**src/rtl/cfb_pkg.sv**
```systemverilog
package cfb_pkg;

    typedef enum logic [2:0] {
        ST_IDLE,
        ST_SOF,
        ST_CODE,
        ST_COUNT,
        ST_DATA,
        ST_CSUM,
        ST_EOF,
        ST_WAIT
    } cfb_state_e;

    localparam logic [1:0] SEL_CODE = 2'd0;
    localparam logic [1:0] SEL_LEN  = 2'd1;
    localparam logic [1:0] SEL_DATA = 2'd2;

endpackage

```
**src/rtl/cfb_payload_store.sv**
```systemverilog
module cfb_payload_store #(
    parameter int unsigned MAX_LEN = 32,
    parameter int unsigned ADDR_W  = 5
) (
    input  logic              clk,
    input  logic              rst_n,
    input  logic              wr_en,
    input  logic [ADDR_W-1:0] wr_addr,
    input  logic [7:0]        wr_byte,
    input  logic [ADDR_W-1:0] rd_addr,
    output logic [7:0]        rd_byte
);

    logic [7:0] mem_q [MAX_LEN];
    logic [7:0] mem_d [MAX_LEN];

    always_comb begin
        for (int i = 0; i < int'(MAX_LEN); i++) begin
            mem_d[i] = mem_q[i];
        end
        if (wr_en && (32'(wr_addr) < MAX_LEN)) begin
            mem_d[wr_addr] = wr_byte;
        end
    end

    for (genvar g = 0; g < int'(MAX_LEN); g++) begin : g_cell
        always_ff @(posedge clk) begin
            if (!rst_n) begin
                mem_q[g] <= 8'h00;
            end else begin
                mem_q[g] <= mem_d[g];
            end
        end
    end

    always_comb begin
        rd_byte = 8'h00;
        if (32'(rd_addr) < MAX_LEN) begin
            rd_byte = mem_q[rd_addr];
        end
    end

endmodule

```
**src/rtl/cfb_xor_accum.sv**
```systemverilog
module cfb_xor_accum (
    input  logic       clk,
    input  logic       rst_n,
    input  logic       clear,
    input  logic       fold,
    input  logic [7:0] byte_in,
    output logic [7:0] sum
);

    logic [7:0] sum_d, sum_q;

    always_comb begin
        sum_d = sum_q;
        if (clear) begin
            sum_d = 8'h00;
        end else if (fold) begin
            sum_d = sum_q ^ byte_in;
        end
    end

    always_ff @(posedge clk) begin
        if (!rst_n) begin
            sum_q <= 8'h00;
        end else begin
            sum_q <= sum_d;
        end
    end

    assign sum = sum_q;

endmodule

```
**src/rtl/cfb_reply_timer.sv**
```systemverilog
module cfb_reply_timer #(
    parameter int unsigned TIMEOUT_CYC = 100,
    localparam int unsigned CNT_W = $clog2(TIMEOUT_CYC + 1)
) (
    input  logic clk,
    input  logic rst_n,
    input  logic run,
    output logic expire
);

    logic [CNT_W-1:0] count_d, count_q;

    always_comb begin
        count_d = '0;
        if (run && (count_q != CNT_W'(TIMEOUT_CYC - 1))) begin
            count_d = count_q + CNT_W'(1);
        end
    end

    always_ff @(posedge clk) begin
        if (!rst_n) begin
            count_q <= '0;
        end else begin
            count_q <= count_d;
        end
    end

    assign expire = run && (count_q == CNT_W'(TIMEOUT_CYC - 1));

endmodule

```
**src/rtl/cmd_frame_tx.sv**
```systemverilog
module cmd_frame_tx
    import cfb_pkg::*;
#(
    parameter int unsigned MAX_LEN     = 32,
    parameter int unsigned TIMEOUT_CYC = 100,
    parameter logic [7:0]  SOF_BYTE    = 8'h7E,
    parameter logic [7:0]  EOF_BYTE    = 8'h7F,
    localparam int unsigned ADDR_W = $clog2(MAX_LEN),
    localparam int unsigned LEN_W  = $clog2(MAX_LEN + 1)
) (
    input  logic              clk,
    input  logic              rst_n,
    input  logic              wr_en,
    input  logic [1:0]        wr_sel,
    input  logic [ADDR_W-1:0] wr_idx,
    input  logic [7:0]        wr_data,
    input  logic              start,
    output logic [7:0]        tx_data,
    output logic              tx_valid,
    input  logic              tx_ready,
    input  logic              verdict_valid,
    input  logic              verdict_ack,
    output logic              busy,
    output logic              done,
    output logic              failed,
    output logic              timeout
);

    typedef struct packed {
        cfb_state_e       state;
        logic [LEN_W-1:0] idx;
        logic [7:0]       code;
        logic [LEN_W-1:0] len;
        logic             done;
        logic             failed;
        logic             timeout;
    } ctl_t;

    ctl_t ctl_d, ctl_q;

    logic       hs;
    logic       idle;
    logic       pay_wr;
    logic [7:0] pay_byte;
    logic [7:0] csum;
    logic       csum_clear;
    logic       csum_fold;
    logic       wait_run;
    logic       wait_expire;

    assign idle     = (ctl_q.state == ST_IDLE);
    assign hs       = tx_valid && tx_ready;
    assign pay_wr   = wr_en && idle && (wr_sel == SEL_DATA);
    assign wait_run = (ctl_q.state == ST_WAIT);

    cfb_payload_store #(
        .MAX_LEN (MAX_LEN),
        .ADDR_W  (ADDR_W)
    ) i_store (
        .clk     (clk),
        .rst_n   (rst_n),
        .wr_en   (pay_wr),
        .wr_addr (wr_idx),
        .wr_byte (wr_data),
        .rd_addr (ctl_q.idx[ADDR_W-1:0]),
        .rd_byte (pay_byte)
    );

    cfb_xor_accum i_csum (
        .clk     (clk),
        .rst_n   (rst_n),
        .clear   (csum_clear),
        .fold    (csum_fold),
        .byte_in (tx_data),
        .sum     (csum)
    );

    cfb_reply_timer #(
        .TIMEOUT_CYC (TIMEOUT_CYC)
    ) i_timer (
        .clk    (clk),
        .rst_n  (rst_n),
        .run    (wait_run),
        .expire (wait_expire)
    );

    // Byte offered in each sending state
    always_comb begin
        tx_valid = 1'b1;
        tx_data  = 8'h00;
        unique case (ctl_q.state)
            ST_SOF:   tx_data = SOF_BYTE;
            ST_CODE:  tx_data = ctl_q.code;
            ST_COUNT: tx_data = 8'(ctl_q.len);
            ST_DATA:  tx_data = pay_byte;
            ST_CSUM:  tx_data = csum;
            ST_EOF:   tx_data = EOF_BYTE;
            default:  tx_valid = 1'b0;
        endcase
    end

    assign csum_clear = (ctl_q.state == ST_SOF);
    assign csum_fold  = hs && ((ctl_q.state == ST_CODE) ||
                               (ctl_q.state == ST_COUNT) ||
                               (ctl_q.state == ST_DATA));

    always_comb begin
        ctl_d         = ctl_q;
        ctl_d.done    = 1'b0;
        ctl_d.failed  = 1'b0;
        ctl_d.timeout = 1'b0;

        if (wr_en && idle) begin
            if (wr_sel == SEL_CODE) begin
                ctl_d.code = wr_data;
            end else if (wr_sel == SEL_LEN) begin
                if (32'(wr_data) > MAX_LEN) begin
                    ctl_d.len = LEN_W'(MAX_LEN);
                end else begin
                    ctl_d.len = LEN_W'(wr_data);
                end
            end
        end

        unique case (ctl_q.state)
            ST_IDLE: begin
                if (start) begin
                    ctl_d.state = ST_SOF;
                    ctl_d.idx   = '0;
                end
            end
            ST_SOF: begin
                if (hs) ctl_d.state = ST_CODE;
            end
            ST_CODE: begin
                if (hs) ctl_d.state = ST_COUNT;
            end
            ST_COUNT: begin
                if (hs) begin
                    ctl_d.idx   = '0;
                    ctl_d.state = (ctl_q.len == '0) ? ST_CSUM : ST_DATA;
                end
            end
            ST_DATA: begin
                if (hs) begin
                    ctl_d.idx = ctl_q.idx + LEN_W'(1);
                    if (ctl_q.idx == ctl_q.len - LEN_W'(1)) begin
                        ctl_d.state = ST_CSUM;
                    end
                end
            end
            ST_CSUM: begin
                if (hs) ctl_d.state = ST_EOF;
            end
            ST_EOF: begin
                if (hs) ctl_d.state = ST_WAIT;
            end
            ST_WAIT: begin
                if (verdict_valid) begin
                    ctl_d.done   = verdict_ack;
                    ctl_d.failed = !verdict_ack;
                    ctl_d.state  = ST_IDLE;
                end else if (wait_expire) begin
                    ctl_d.timeout = 1'b1;
                    ctl_d.state   = ST_IDLE;
                end
            end
            default: ctl_d.state = ST_IDLE;
        endcase
    end

    always_ff @(posedge clk) begin
        if (!rst_n) begin
            ctl_q <= '{state: ST_IDLE, idx: '0, code: 8'h00, len: '0,
                       done: 1'b0, failed: 1'b0, timeout: 1'b0};
        end else begin
            ctl_q <= ctl_d;
        end
    end

    assign busy    = !idle;
    assign done    = ctl_q.done;
    assign failed  = ctl_q.failed;
    assign timeout = ctl_q.timeout;

endmodule

```
**config.mk**
```make
export PLATFORM = sky130hd
export DESIGN_NAME = cmd_frame_tx
export DESIGN_NICKNAME = d
export VERILOG_FILES = /design/src/rtl/cfb_pkg.sv /design/src/rtl/cfb_payload_store.sv /design/src/rtl/cfb_xor_accum.sv /design/src/rtl/cfb_reply_timer.sv /design/src/rtl/cmd_frame_tx.sv
export SDC_FILE = /design/constraint.sdc
export NUM_CORES = 1
export LEC_CHECK = 0
export ABC_AREA = 1
export BUFFER_PORTS_ARGS = -buffer_cell sky130_fd_sc_hd__buf_2
export CELL_PAD_IN_SITES_DETAIL_PLACEMENT = 0
export CELL_PAD_IN_SITES_GLOBAL_PLACEMENT = 1
export CORE_UTILIZATION = 35
export CTS_BUF_LIST = sky130_fd_sc_hd__clkbuf_4
export DETAILED_ROUTE_END_ITERATION = 10
export PLACE_DENSITY_LB_ADDON = 0.1
export SYNTH_ARGS = -nofsm -noshare
export SYNTH_HDL_FRONTEND = slang
export SYNTH_SLANG_ARGS = --single-unit
```
**constraint.sdc**
```tcl
create_clock -name clk -period 2.13 [get_ports clk]
set_input_delay 0.3195 -clock clk [delete_from_list [all_inputs] [get_ports clk]]
set_output_delay 0.3195 -clock clk [all_outputs]
set_load 0.005 [all_outputs]
```
* After elaboration in Yosys (flattened, before gate mapping)
Memories as Yosys holds them, arrays and structs flattened. A register that Yosys moved wholly into a read port is not among the register bits.
Cells that the tools add are included.
** Cells by class
- $add $sub $neg :: 3
- Magnitude comparators :: 3
- Eq/ne operators :: 21
- Multiplexer cells :: 57
- Bitwise operators :: 37
- Reduce and logical (&&, ||, !) cells :: 24
** Operators by type and width (count)
- 8-bit two-way mux :: 33
- 256-bit bitwise mux :: 1
- 256-bit two-way mux :: 1
- 8-bit one-hot mux with 6 select lines :: 1
- 8-bit demux with 5-bit select :: 1
- 1-bit bitwise OR :: 32
- 9-bit two-way mux :: 3
- 3-bit one-hot mux with 8 select lines :: 1
- 3-bit two-way mux :: 7
- 6-bit one-hot mux with 3 select lines :: 1
- 2-bit inequality test, second input constant :: 7
- 3-bit equality test, second input constant :: 4
- 5-bit two-way mux :: 2
- 9-bit AND reduction :: 1
- 8-bit by 6-bit > comparator with 1-bit output, second input constant :: 1
- 8-bit XOR :: 1
- 7-bit by 1-bit adder with 7-bit output, second input constant :: 1
- 7-bit equality test, second input constant :: 1
- 1-bit logical AND :: 7
- 7-bit inequality test, second input constant :: 1
- 6-bit by 1-bit adder with 6-bit output, second input constant :: 1
- 3-bit by 2-bit equality test with 1-bit output, second input constant :: 2
- 6-bit equality test :: 1
- 6-bit >= comparator, second input constant :: 1
- other kinds (23) :: 33
** Word-level totals
- Flip-flop bits (word level) :: 41
- RAM bits :: 256
- Bits of input ports :: 22
- Output and inout bits :: 13
- Word-level logic and storage cells :: 155
- Memories :: 1
** Memory list
- i_store.mem_q :: words 32, bits a word 8, read ports 33, clocked after Yosys merged registers in 1, wr ports 32, RTL line cfb_payload_store.sv:14 : logic [7:0] mem_q [MAX_LEN];

* Logic depth before layout (Yosys ltp)
Gate-level depths: netlist of run 1.
- Depth in word-level cells :: 8
- Gate-level depth with buffers :: 14
- Gate-level depth less buffers :: 13

* Cells and area by module
Synthesis of run 1 repeated with hierarchy kept, for this count alone.
** Second synthesis, totals
- Cell total of the unflattened synthesis :: 2116
- Area, all modules :: 13760.7 um^2
** Modules (own cells, without submodules)
- cfb_payload_store :: times used 1, cells each 1766, area each 11412.2 um^2, seq. area each 5124.9 um^2
- cmd_frame_tx :: times used 1, cells each 258, area each 1650.3 um^2, seq. area each 520.5 um^2
- cfb_xor_accum :: times used 1, cells each 44, area each 360.3 um^2, seq. area each 160.2 um^2
- cfb_reply_timer :: times used 1, cells each 48, area each 337.8 um^2, seq. area each 140.1 um^2

* Worst setup path before layout of run 1
No wires, ideal clock.
- Path type :: reg2reg
- Start :: register ctl_q[23] (netlist bit)
- End :: memory i_store.mem_q[8][7]
- Setup time :: 0.119 ns
- Arrival :: 1.558 ns
- Required time :: 2.011 ns
- Path slack :: 0.452 ns
- Stages on the path, launching flop included :: 14
- Buffers on the path :: 3
- Period minus slack after synthesis :: 1.678 ns
- Cells stage by stage :: dfxtp_1 -> buf_6 -> clkinv_4 -> nand2_4 -> nor2_4 -> nand2_2 -> inv_2 -> nand3_4 -> inv_4 -> buf_6 -> nand3_2 -> buf_2 -> o21ai_1 -> a21oi_1
** RTL lines
- from (decl) :: RTL line cmd_frame_tx.sv:39 : ctl_t ctl_d, ctl_q;
- from (signal assigned) :: RTL line cmd_frame_tx.sv:174 : ctl_q <= '{state: ST_IDLE, idx: '0, code: 8'h00, len: '0,
- from (signal assigned) :: RTL line cmd_frame_tx.sv:177 : ctl_q <= ctl_d;
- to (decl) :: RTL line cfb_payload_store.sv:14

==> flow_metrics.env, run 1 <==
export IMPL_p_leak_nw=6.59
export IMPL_final_antenna_net_count=0
export IMPL_row_count=73
export IMPL_slowest_stage="dfxtp_4"
export IMPL_num_vias=13800
export IMPL_maxSlewHeadroom=0.577
export IMPL_netlist_area_um2=14300
export IMPL_cts_buffers=89
export IMPL_finalHoldViolCount=0
export IMPL_holdWs_ns=0.108
export IMPL_antenna_found_initial=3
export IMPL_multiInputGateArea_um2=7040
export IMPL_grt_pass1_wl_mm=76.2
export IMPL_grt_pass1_vias=13000
export IMPL_ctsRootBufferMaster="clkbuf_4"
export IMPL_synth_fp_nets=2103
export IMPL_overflow=0
export IMPL_cts_tree="done"
export IMPL_grt_max_degree=77
export IMPL_fmax_ghz=0.357
export IMPL_worst_pin_slew_ns=0.632
export IMPL_dieArea_um2=41800
export IMPL_cp_arrival_ns=2.48
export IMPL_path_cells="buf_6 > inv_8 > clkbuf_16 > nand2_1 > nand3_1 > nand2_1 > nand2_1 > nand3_1 > nand3_2 > nand3_4 > nand2_4 > buf_6"
export IMPL_cts_max_path_buffers=3
export IMPL_rsz0062_at_grt="yes"
export IMPL_r2r_cells=16
export IMPL_fin_crit_sh=1.32
export IMPL_holdPathStages=5
export IMPL_fin_ws_ns=-0.673
export IMPL_drtIter0Drc=914
export IMPL_io_buffers=34
export IMPL_htreeDepth=3
export IMPL_syn_avg_cell_area_um2=6.90
export IMPL_drc=0
export IMPL_core_area_um2=40100
export IMPL_min_path_type="in -> reg"
export IMPL_cts_sinks=302
export IMPL_min_to="ctl_q[14]"
export IMPL_skew_ns=0.0653
export IMPL_outcome="complete, but fails checks"
export IMPL_io_pins=35
export IMPL_drive_gt1_frac=0.204
export IMPL_power_density_nw_per_um2=952
export IMPL_cp_required_ns=1.81
export IMPL_fillers=4135
export IMPL_clock_latency_ns=0.84
export IMPL_yosys_warnings=0
export IMPL_ys_seq_area_frac=0.422
export IMPL_final_cell_mix="nand2_1, dfxtp_1, inv_1"
export IMPL_critPathCaptureType="primary output"
export IMPL_die_x_um=204
export IMPL_slowest_delay_ns=0.45
export IMPL_regArea_um2=6060
export IMPL_violations="setup timing"
export IMPL_path_max_fanout=16
export IMPL_gp_congestion=0.771
export IMPL_final_max_slew_viol_count=0
export IMPL_hpwl_mm=28.5
export IMPL_reg2reg_to="i_csum.sum[2]"
export IMPL_initial_core_util=0.358
export IMPL_ys_seq_elements=302
export IMPL_peakVddDrop_mv=0.381
export IMPL_cpMostUsedCell="nand2_1"
export IMPL_first_pass_iters=5
export IMPL_min_delay_start="wr_sel[1]"
export IMPL_syn_to_final_growth_pct=25.5
export IMPL_mostFrequentLayoutCell="nand2_1"
export IMPL_fp_dieH_um=204
export IMPL_start_kind="flop"
export IMPL_pre_cts_ws_ns=0.0208
export IMPL_path_class="reg -> out"
export IMPL_synth_distinct_cells=39
export IMPL_fin_tns_setup_ns=-5.30
export IMPL_path_clk_slew_ns=0.07
export IMPL_grt_usage=0.239
export IMPL_cap_violations=0
export IMPL_vias_per_cell=4.97
export IMPL_wl_per_cell_um=18.2
export IMPL_rrSetupSlack_ns=0.03
export IMPL_totalWireLength_mm=50.7
export IMPL_post_route_min_period_ns=2.80
export IMPL_nNetsFinal=2222
export IMPL_synthCells=2078
export IMPL_setup_viol=8
synthesized netlist by cell type:
cell      count  share of area
nand4_1       2        0.00087
a31oi_1       1        0.00044
clkinv_4      1        0.00061
nor2_1       23         0.0060
nor3_4        5         0.0057
nand2_4       1        0.00079
nor4b_1       1        0.00061
nand3_4       2         0.0024
buf_6        24          0.019
nor3_1        6         0.0021
nor2_2        2        0.00087
clkbuf_1     69          0.018
ha_1          3         0.0026
dfxtp_1     302           0.42
a211oi_4      1         0.0014
a211oi_1      7         0.0037
nand2_2       2        0.00087
nor3_2        5         0.0035
and3_1        1        0.00044
o21ai_1      19         0.0066
buf_2        47          0.016
nor4_1        4         0.0017
xnor2_1       4         0.0024
o41ai_1       1        0.00061
o21ai_0     257          0.090
nand3_2      10         0.0070
inv_2        10         0.0026
nor2_4        1        0.00079
o22ai_1       5         0.0022
buf_1         3        0.00079
nand2_1     441           0.12
inv_4         1        0.00044
inv_1       297          0.078
a21oi_1     285           0.10
nand3_1     222          0.078
nor3b_1       4         0.0021
xor2_1        4         0.0024
or2_2         4         0.0017
buf_4         1        0.00052
kinds of logic after synthesis:
| family | after synthesis | synth area share |
|---|---|---|
| compound gates | 576 | 0.204 |
| xor+xnor | 8 | 0.00489 |
| fa+ha+maj | 3 | 0.00262 |
| buf+inv | 453 | 0.136 |
| flops | 302 | 0.422 |
| simple gates | 736 | 0.231 |
sequential cells by signal, indices dropped and copies added (netlist names), named ones only:
| register | cells |
|---|---|
| i_csum.sum | 8 |
| ctl_q | 23 |
| timeout | 1 |
| i_store.mem_q | 256 |
| failed | 1 |
| i_timer.count_q | 7 |
| done | 1 |
through the flow:
| step | utilization | power (W) | instances | cell area, um2 |
|---|---|---|---|---|
| 3_5_place_dp | 0.377 | 0.0103 | 2568 | 15100 |
| 3_3_place_gp | 0.377 | 0.0103 | 2568 | 15100 |
| 6_report | 0.449 | 0.0171 | 2788 | 18000 |
| 2_1_floorplan | - | 0.00864 | 2078 | 14300 |
| 5_1_grt | 0.449 | 0.0181 | 2788 | 18000 |
| 4_1_cts | 0.427 | 0.0166 | 2756 | 17100 |
routing by layer:
layer	vias to the layer above	GRT usage	wire length [um]
li1	7061	-	-
met1	6429	0.329	24200
met2	283	0.373	23000
met3	73	0.0448	2430
met4	0	0.0818	1090
met5	-	0	0
power breakdown:
part	internal, W	switching, W	total, W
registers	0.00577	0.000125	0.00590
logic	0.00236	0.00347	0.00582
clock network	0.00281	0.00260	0.00540
how the worst max path moves through the flow:
stage / end / slack, ns / from
6_report: tx_data[1] / -0.67 / flop
5_1_grt: tx_data[6] / -0.83 / flop
4_1_cts: tx_data[1] / -0.74 / flop
3_5_place_dp: tx_data[0] / 0.02 / flop
3_3_place_gp: tx_data[1] / 0.02 / flop
2_1_floorplan: i_store.mem_q[8][7] / 0.45 / ctl_q[23]
worst max-delay path: cells and delay by family (launching register included):
family        cells  cell delay [ns]
flops             1             0.45
buf+inv           4             0.51
simple gates      8             0.70
what timing repair did:
action	4_1_cts	5_1_grt
hold endpoints to repair	77	0
pin swaps	30	63
gates resized for setup	94	184
setup endpoints to repair	9	109
hold buffers	16	0
buffers inserted	12	14
gates cloned	10	12
final cells by class:
cell class | instances | area share
Antenna cell | 7 | 0.000974
Tap cell | 525 | 0.0365
Clock inverter | 24 | 0.00647
Multi-Input combinational cell | 1324 | 0.391
Inverter | 309 | 0.0663
Timing Repair Buffer | 169 | 0.108
Clock buffer | 126 | 0.0526
Timing Repair inverter | 2 | 0.000904
Sequential cell | 302 | 0.337
No activity file was read; power rests on OpenSTA's default activity.
==> inputs of run 2 (changes only) <==
--- a/config.mk
+++ b/config.mk
@@ -7,12 +7,9 @@
 export LEC_CHECK = 0
 export ABC_AREA = 1
 export BUFFER_PORTS_ARGS = -buffer_cell sky130_fd_sc_hd__buf_2
-export CELL_PAD_IN_SITES_DETAIL_PLACEMENT = 0
-export CELL_PAD_IN_SITES_GLOBAL_PLACEMENT = 1
 export CORE_UTILIZATION = 35
 export CTS_BUF_LIST = sky130_fd_sc_hd__clkbuf_4
 export DETAILED_ROUTE_END_ITERATION = 10
-export PLACE_DENSITY_LB_ADDON = 0.1
 export SYNTH_ARGS = -nofsm -noshare
 export SYNTH_HDL_FRONTEND = slang
 export SYNTH_SLANG_ARGS = --single-unit
==> constraint.sdc (replaced) <==
create_clock -name clk -period 2.13 [get_ports clk]
set_input_delay 0.1065 -clock clk [delete_from_list [all_inputs] [get_ports clk]]
set_output_delay 0.1065 -clock clk [all_outputs]
set_load 0.005 [all_outputs]
==> run 2 against run 1 <==
  * The flow still finishes with violations (setup timing)
  * First-iteration DRC count grew 12%
  * Register-to-register slack improved by 0.12 ns
  * Total power decreased by 5.0%
  * Final cell count decreased by 2.5%
  * Design area down 5.9%
  * Wire length decreased by 15%
  * Critical path type unchanged
  * Largest cell class unchanged
==> flow_metrics.env, run 2 (synthesis results as in run 1) <==
export IMPL_outcome="complete, but fails checks"
export IMPL_violations="setup timing"
export IMPL_holdWs_ns=0.112
export IMPL_skew_ns=0.0611
export IMPL_min_path_type="in -> reg"
export IMPL_gp_congestion=0.874
export IMPL_cp_arrival_ns=2.43
export IMPL_fp_dieH_um=204
export IMPL_first_pass_iters=5
export IMPL_use_met1=0.265
export IMPL_power_density_nw_per_um2=961
export IMPL_r2r_cells=10
export IMPL_path_clk_slew_ns=0.07
export IMPL_cts_max_path_buffers=3
export IMPL_mostFrequentLayoutCell="nand2_1"
export IMPL_syn_to_final_growth_pct=18.1
export IMPL_final_cell_mix="nand2_1, dfxtp_1, inv_1"
export IMPL_grt_pass1_vias=12500
export IMPL_overflow=0
export IMPL_io_pins=35
export IMPL_p_leak_nw=6.12
export IMPL_regMostFlops="i_store.mem_q"
export IMPL_drc=0
export IMPL_dieArea_um2=41800
export IMPL_initial_core_util=0.358
export IMPL_ctsRootBufferMaster="clkbuf_4"
export IMPL_post_dp_cell_area_um2=14800
export IMPL_final_antenna_net_count=0
export IMPL_post_route_min_period_ns=2.54
export IMPL_grt_usage=0.204
export IMPL_cts_tree="done"
export IMPL_cts_sinks=302
export IMPL_drive_gt1_frac=0.165
export IMPL_wl_per_cell_um=15.8
export IMPL_gr_usage_met2=0.337
export IMPL_row_count=73
export IMPL_fillers=4063
export IMPL_fin_ws_ns=-0.407
export IMPL_rsz0062_at_grt="yes"
export IMPL_finalHoldViolCount=0
export IMPL_fmax_ghz=0.394
export IMPL_multiInputGateArea_um2=6700
export IMPL_fin_crit_sh=1.19
export IMPL_grt_pass1_wl_mm=67.5
export IMPL_num_vias=13500
export IMPL_cap_violations=0
export IMPL_peakVddDrop_mv=0.506
export IMPL_setup_viol=8
export IMPL_antenna_found_initial=2
export IMPL_worst_pin_slew_ns=0.657
export IMPL_core_area_um2=40100
export IMPL_clock_latency_ns=0.75
export IMPL_largest_register_ff_count=256
export IMPL_met3_usage=0.0330
export IMPL_io_buffers=34
export IMPL_drtIter0Drc=1020
export IMPL_regArea_um2=6050
export IMPL_holdPathStages=4
export IMPL_die_x_um=204
export IMPL_totalWireLength_mm=43.0
export IMPL_busiest_layer="met2"
export IMPL_final_max_slew_viol_count=0
export IMPL_critPathCaptureType="primary output"
export IMPL_path_max_fanout=7
export IMPL_cp_required_ns=2.02
export IMPL_path_class="reg -> out"
export IMPL_maxSlewHeadroom=0.562
export IMPL_grt_max_degree=84
export IMPL_htreeDepth=3
export IMPL_start_kind="flop"
export IMPL_postLayoutCellArea_um2=16900
export IMPL_cts_buffers=83
export IMPL_hpwl_mm=25.0
export IMPL_nNetsFinal=2156
export IMPL_vias_per_cell=4.96
run 2: cell types whose count changed in the layout (fill, tap and decap cells not counted), sizes merged, moves of 3 or more:
| cell | change |
|---|---|
| buf | -56 |
| clkinv | -12 |
| diode | -5 |
| clkbuf | -4 |
| dlygate4sd3 | +4 |
| inv | +3 |
run 2: timing repair:
item,CTS,global route
endpoints found under the hold margin,211,0
resized for setup,61,61
endpoints found under the setup margin,9,64
hold buffers,20,0
cloned,9,2
buffers inserted,6,2
pin swaps,18,21
run 2: path summary, 6_finish.rpt:
kind | from | end | slack, ns
max | flop | tx_data[1] | -0.41
min | wr_idx[2] | i_store.mem_q[26][1] | 0.11
max reg2reg | ctl_q[24] | i_store.mem_q[8][1] | 0.15
min reg2reg | i_store.mem_q[19][1] | i_store.mem_q[19][1] | 0.44
run 2: layer usage:
metal  vias to the layer above  share of wire
met5                         -              0
met4                         0          0.028
met3                        79          0.055
met2                       370           0.47
met1                      6178           0.44
li1                       6866              -
run 2: cell type report:
| type | instances | share of cell area |
|---|---|---|
| Antenna cell | 2 | 0.000296 |
| Clock buffer | 127 | 0.0563 |
| Clock inverter | 18 | 0.00717 |
| Inverter | 309 | 0.0694 |
| Multi-Input combinational cell | 1323 | 0.396 |
| Sequential cell | 302 | 0.358 |
| Tap cell | 525 | 0.0388 |
| Timing Repair Buffer | 112 | 0.0744 |
run 2: power by group:
| group | switching, W | internal [W] |
|---|---|---|
| Sequential | 0.000109 | 0.00577 |
| Clock | 0.00245 | 0.00294 |
| Combinational | 0.00321 | 0.00178 |
run 2: worst max-delay path: stages (launching register included):
cell and delay (ns):
dfxtp_4 0.39, buf_12 0.14, buf_12 0.13, buf_16 0.15
nand2_1 0.06, nand3_1 0.07, nand2_1 0.10, nand2_1 0.07
nand3_2 0.09, nand3_2 0.14, nand3_2 0.12, nand2_2 0.07
buf_2 0.14
run 2: stage by stage:
| step | total power (W) | utilization | instances | setup WS (ns) | setup TNS (ns) |
|---|---|---|---|---|---|
| finish | 0.0163 | 0.422 | 2718 | -0.407 | -3.01 |
| global route | 0.0171 | 0.422 | 2718 | -0.515 | -4.12 |
| CTS | 0.0161 | 0.415 | 2712 | -0.461 | -3.47 |
| detailed placement | 0.0101 | 0.369 | 2532 | 0.114 | 0 |
| global placement | 0.0100 | 0.369 | 2532 | 0.179 | 0 |
| floorplan | 0.00864 | - | 2078 | 0.452 | 0 |
==> inputs of run 3 (changes only) <==
--- a/config.mk
+++ b/config.mk
@@ -7,9 +7,12 @@
 export LEC_CHECK = 0
 export ABC_AREA = 1
 export BUFFER_PORTS_ARGS = -buffer_cell sky130_fd_sc_hd__buf_2
+export CELL_PAD_IN_SITES_DETAIL_PLACEMENT = 0
+export CELL_PAD_IN_SITES_GLOBAL_PLACEMENT = 2
 export CORE_UTILIZATION = 35
 export CTS_BUF_LIST = sky130_fd_sc_hd__clkbuf_4
 export DETAILED_ROUTE_END_ITERATION = 10
+export PLACE_DENSITY_LB_ADDON = 0.1
 export SYNTH_ARGS = -nofsm -noshare
 export SYNTH_HDL_FRONTEND = slang
 export SYNTH_SLANG_ARGS = --single-unit
==> run 3 against run 2 <==
  * The run still ends with setup timing left
  * First-iteration DRC count down 24%
  * Clock power about the same
  * Final cell count up 1.9%
  * Maximum frequency down 0.91%
  * Wire length up 21%
  * Via count up 0.92%
  * Design area up 5.6%
  * Die area unchanged
  * Setup slack worse by 0.023 ns
  * Largest power group is now combinational logic
  * Highest routed layer unchanged
==> flow_metrics.env, run 3 (synthesis results as in run 1) <==
export IMPL_path_class="reg -> out"
export IMPL_slowest_delay_ns=0.41
export IMPL_num_vias=13600
export IMPL_initial_core_util=0.358
export IMPL_drtIter0Drc=772
export IMPL_dieArea_um2=41800
export IMPL_critPathCaptureType="primary output"
export IMPL_p_leak_nw=6.55
export IMPL_start_kind="flop"
export IMPL_grt_pass1_wl_mm=78.5
export IMPL_overflow=0
export IMPL_final_cell_mix="nand2_1, dfxtp_1, inv_1"
export IMPL_mostFrequentLayoutCell="nand2_1"
export IMPL_htreeDepth=3
export IMPL_grt_max_degree=99
export IMPL_nNetsFinal=2214
export IMPL_post_route_min_period_ns=2.56
export IMPL_cts_buffers=88
export IMPL_worst_pin_slew_ns=0.760
export IMPL_maxSlewHeadroom=0.493
export IMPL_grt_pass1_vias=12900
export IMPL_wl_per_cell_um=18.9
export IMPL_grt_usage=0.251
export IMPL_totalWireLength_mm=52.2
export IMPL_rrSetupSlack_ns=0.13
export IMPL_syn_to_final_growth_pct=24.6
export IMPL_path_clk_slew_ns=0.06
export IMPL_final_antenna_net_count=0
export IMPL_cap_violations=0
export IMPL_cp_arrival_ns=2.45
export IMPL_row_count=73
export IMPL_largest_register_ff_count=256
export IMPL_cts_max_path_buffers=3
export IMPL_core_area_um2=40100
export IMPL_path_max_fanout=9
export IMPL_cp_num_buf_inv=5
export IMPL_die_x_um=204
export IMPL_fin_tns_setup_ns=-3.35
export IMPL_pre_cts_ws_ns=0.105
export IMPL_fillers=4124
export IMPL_violations="setup timing"
export IMPL_io_pins=35
export IMPL_io_buffers=34
export IMPL_antenna_found_initial=2
export IMPL_fin_crit_sh=1.20
export IMPL_outcome="complete, but fails checks"
export IMPL_drive_gt1_frac=0.195
export IMPL_cpMostUsedCell="nand2_1"
export IMPL_regMostFlops="i_store.mem_q"
export IMPL_ctsRootBufferMaster="clkbuf_4"
export IMPL_drc=0
export IMPL_first_pass_iters=5
export IMPL_power_density_nw_per_um2=964
export IMPL_critPathTopFamily="simple AND/OR/NAND/NOR gates"
export IMPL_setup_viol=8
export IMPL_rsz0062_at_grt="yes"
export IMPL_fmax_ghz=0.391
export IMPL_final_max_slew_viol_count=0
export IMPL_layoutNonFillerInstCount=2769
export IMPL_hpwl_mm=29.1
export IMPL_cts_sinks=302
export IMPL_cp_required_ns=2.02
export IMPL_gp_congestion=0.791
export IMPL_min_path_type="in -> reg"
export IMPL_peakVddDrop_mv=0.386
export IMPL_vias_per_cell=4.92
export IMPL_fin_ws_ns=-0.430
export IMPL_fp_dieH_um=204
export IMPL_finalHoldViolCount=0
export IMPL_clock_latency_ns=0.77
export IMPL_dp_cells=2560
export IMPL_slowest_stage="dfxtp_4"
export IMPL_skew_ns=0.0261
export IMPL_cts_tree="done"
export IMPL_path_cells="buf_12 > inv_16 > buf_12 > buf_16 > nand2_1 > nand3_1 > nand3_1 > nand2_1 > nand2_1 > nand3_2 > nand3_2 > nand2_2 > buf_6"
## run 3: cell count changes in the layout (fill, tap and decap cells not counted), sizes merged
cell	before	now
bufinv	2	1
diode	2	3
dlygate4sd3	20	25
clkbuf	129	131
buf	90	133
clkinv	14	13
bufbuf	0	2
## run 3: worst reg2reg max path, stage by stage (launching register included)
cell and delay [ns]:
dfxtp_1 0.32, inv_2 0.12, nand2_4 0.08, nor2_4 0.15, nand2_2 0.07, inv_2 0.07, nand3_4 0.20, inv_6 0.27
nand3_1 0.17, inv_2 0.24, o21ai_0 0.11, a21oi_1 0.13
## run 3: through the flow
stage | util | cell area, um2 | power [W] | hold WS [ns]
floorplan | - | 14300 | 0.00864 | 0.183
global placement | 0.375 | 15000 | 0.0103 | 0.293
detailed placement | 0.375 | 15000 | 0.0103 | 0.284
CTS | 0.439 | 17600 | 0.0173 | 0.0892
global route | 0.446 | 17900 | 0.0182 | 0.120
finish | 0.446 | 17900 | 0.0172 | 0.176
## run 3: where the power goes
group,internal [W],leakage (nW),total (W),switching (W)
sequential,0.00577,2.44,0.00589,0.000118
clock,0.00283,0.631,0.00537,0.00254
combinational,0.00236,3.48,0.00596,0.00360
total,0.0110,6.55,0.0172,0.00626
## run 3: worst paths after layout
check / startpoint / endpoint / cells after the start
hold / removal: verdict_ack / done / 3
setup / recovery: flop / tx_data[0] / 13
setup reg to reg: ctl_q[24] / i_store.mem_q[9][2] / 11
hold reg to reg: i_store.mem_q[6][5] / i_store.mem_q[6][5] / 2
## run 3: timing repair
item                       4_1_cts  5_1_grt
hold endpoints to repair       301        0
cloned                          21        3
pin swaps                       34       22
gates resized for setup        141       46
buffers inserted                15        1
setup endpoints to repair        9       76
hold buffers                    25        0
## run 3: layout make-up
cell class                 count  area (um2)  area share
tap                          525         657      0.0368
sequential                   302        6060       0.339
inverter                     309        1190      0.0665
timing repair buffer         163        1940       0.108
multi-input combinational   1323        6950       0.389
clock inverter                14        81.3     0.00455
timing repair inverter         2        26.3     0.00147
clock buffer                 128         961      0.0538
antenna                        3        7.51    0.000420
## run 3: routing by layer
metal,share of wire,global-route usage
met3,0.044,0.0450
met4,0.032,0.0991
met2,0.45,0.395
met5,0,0
met1,0.47,0.338
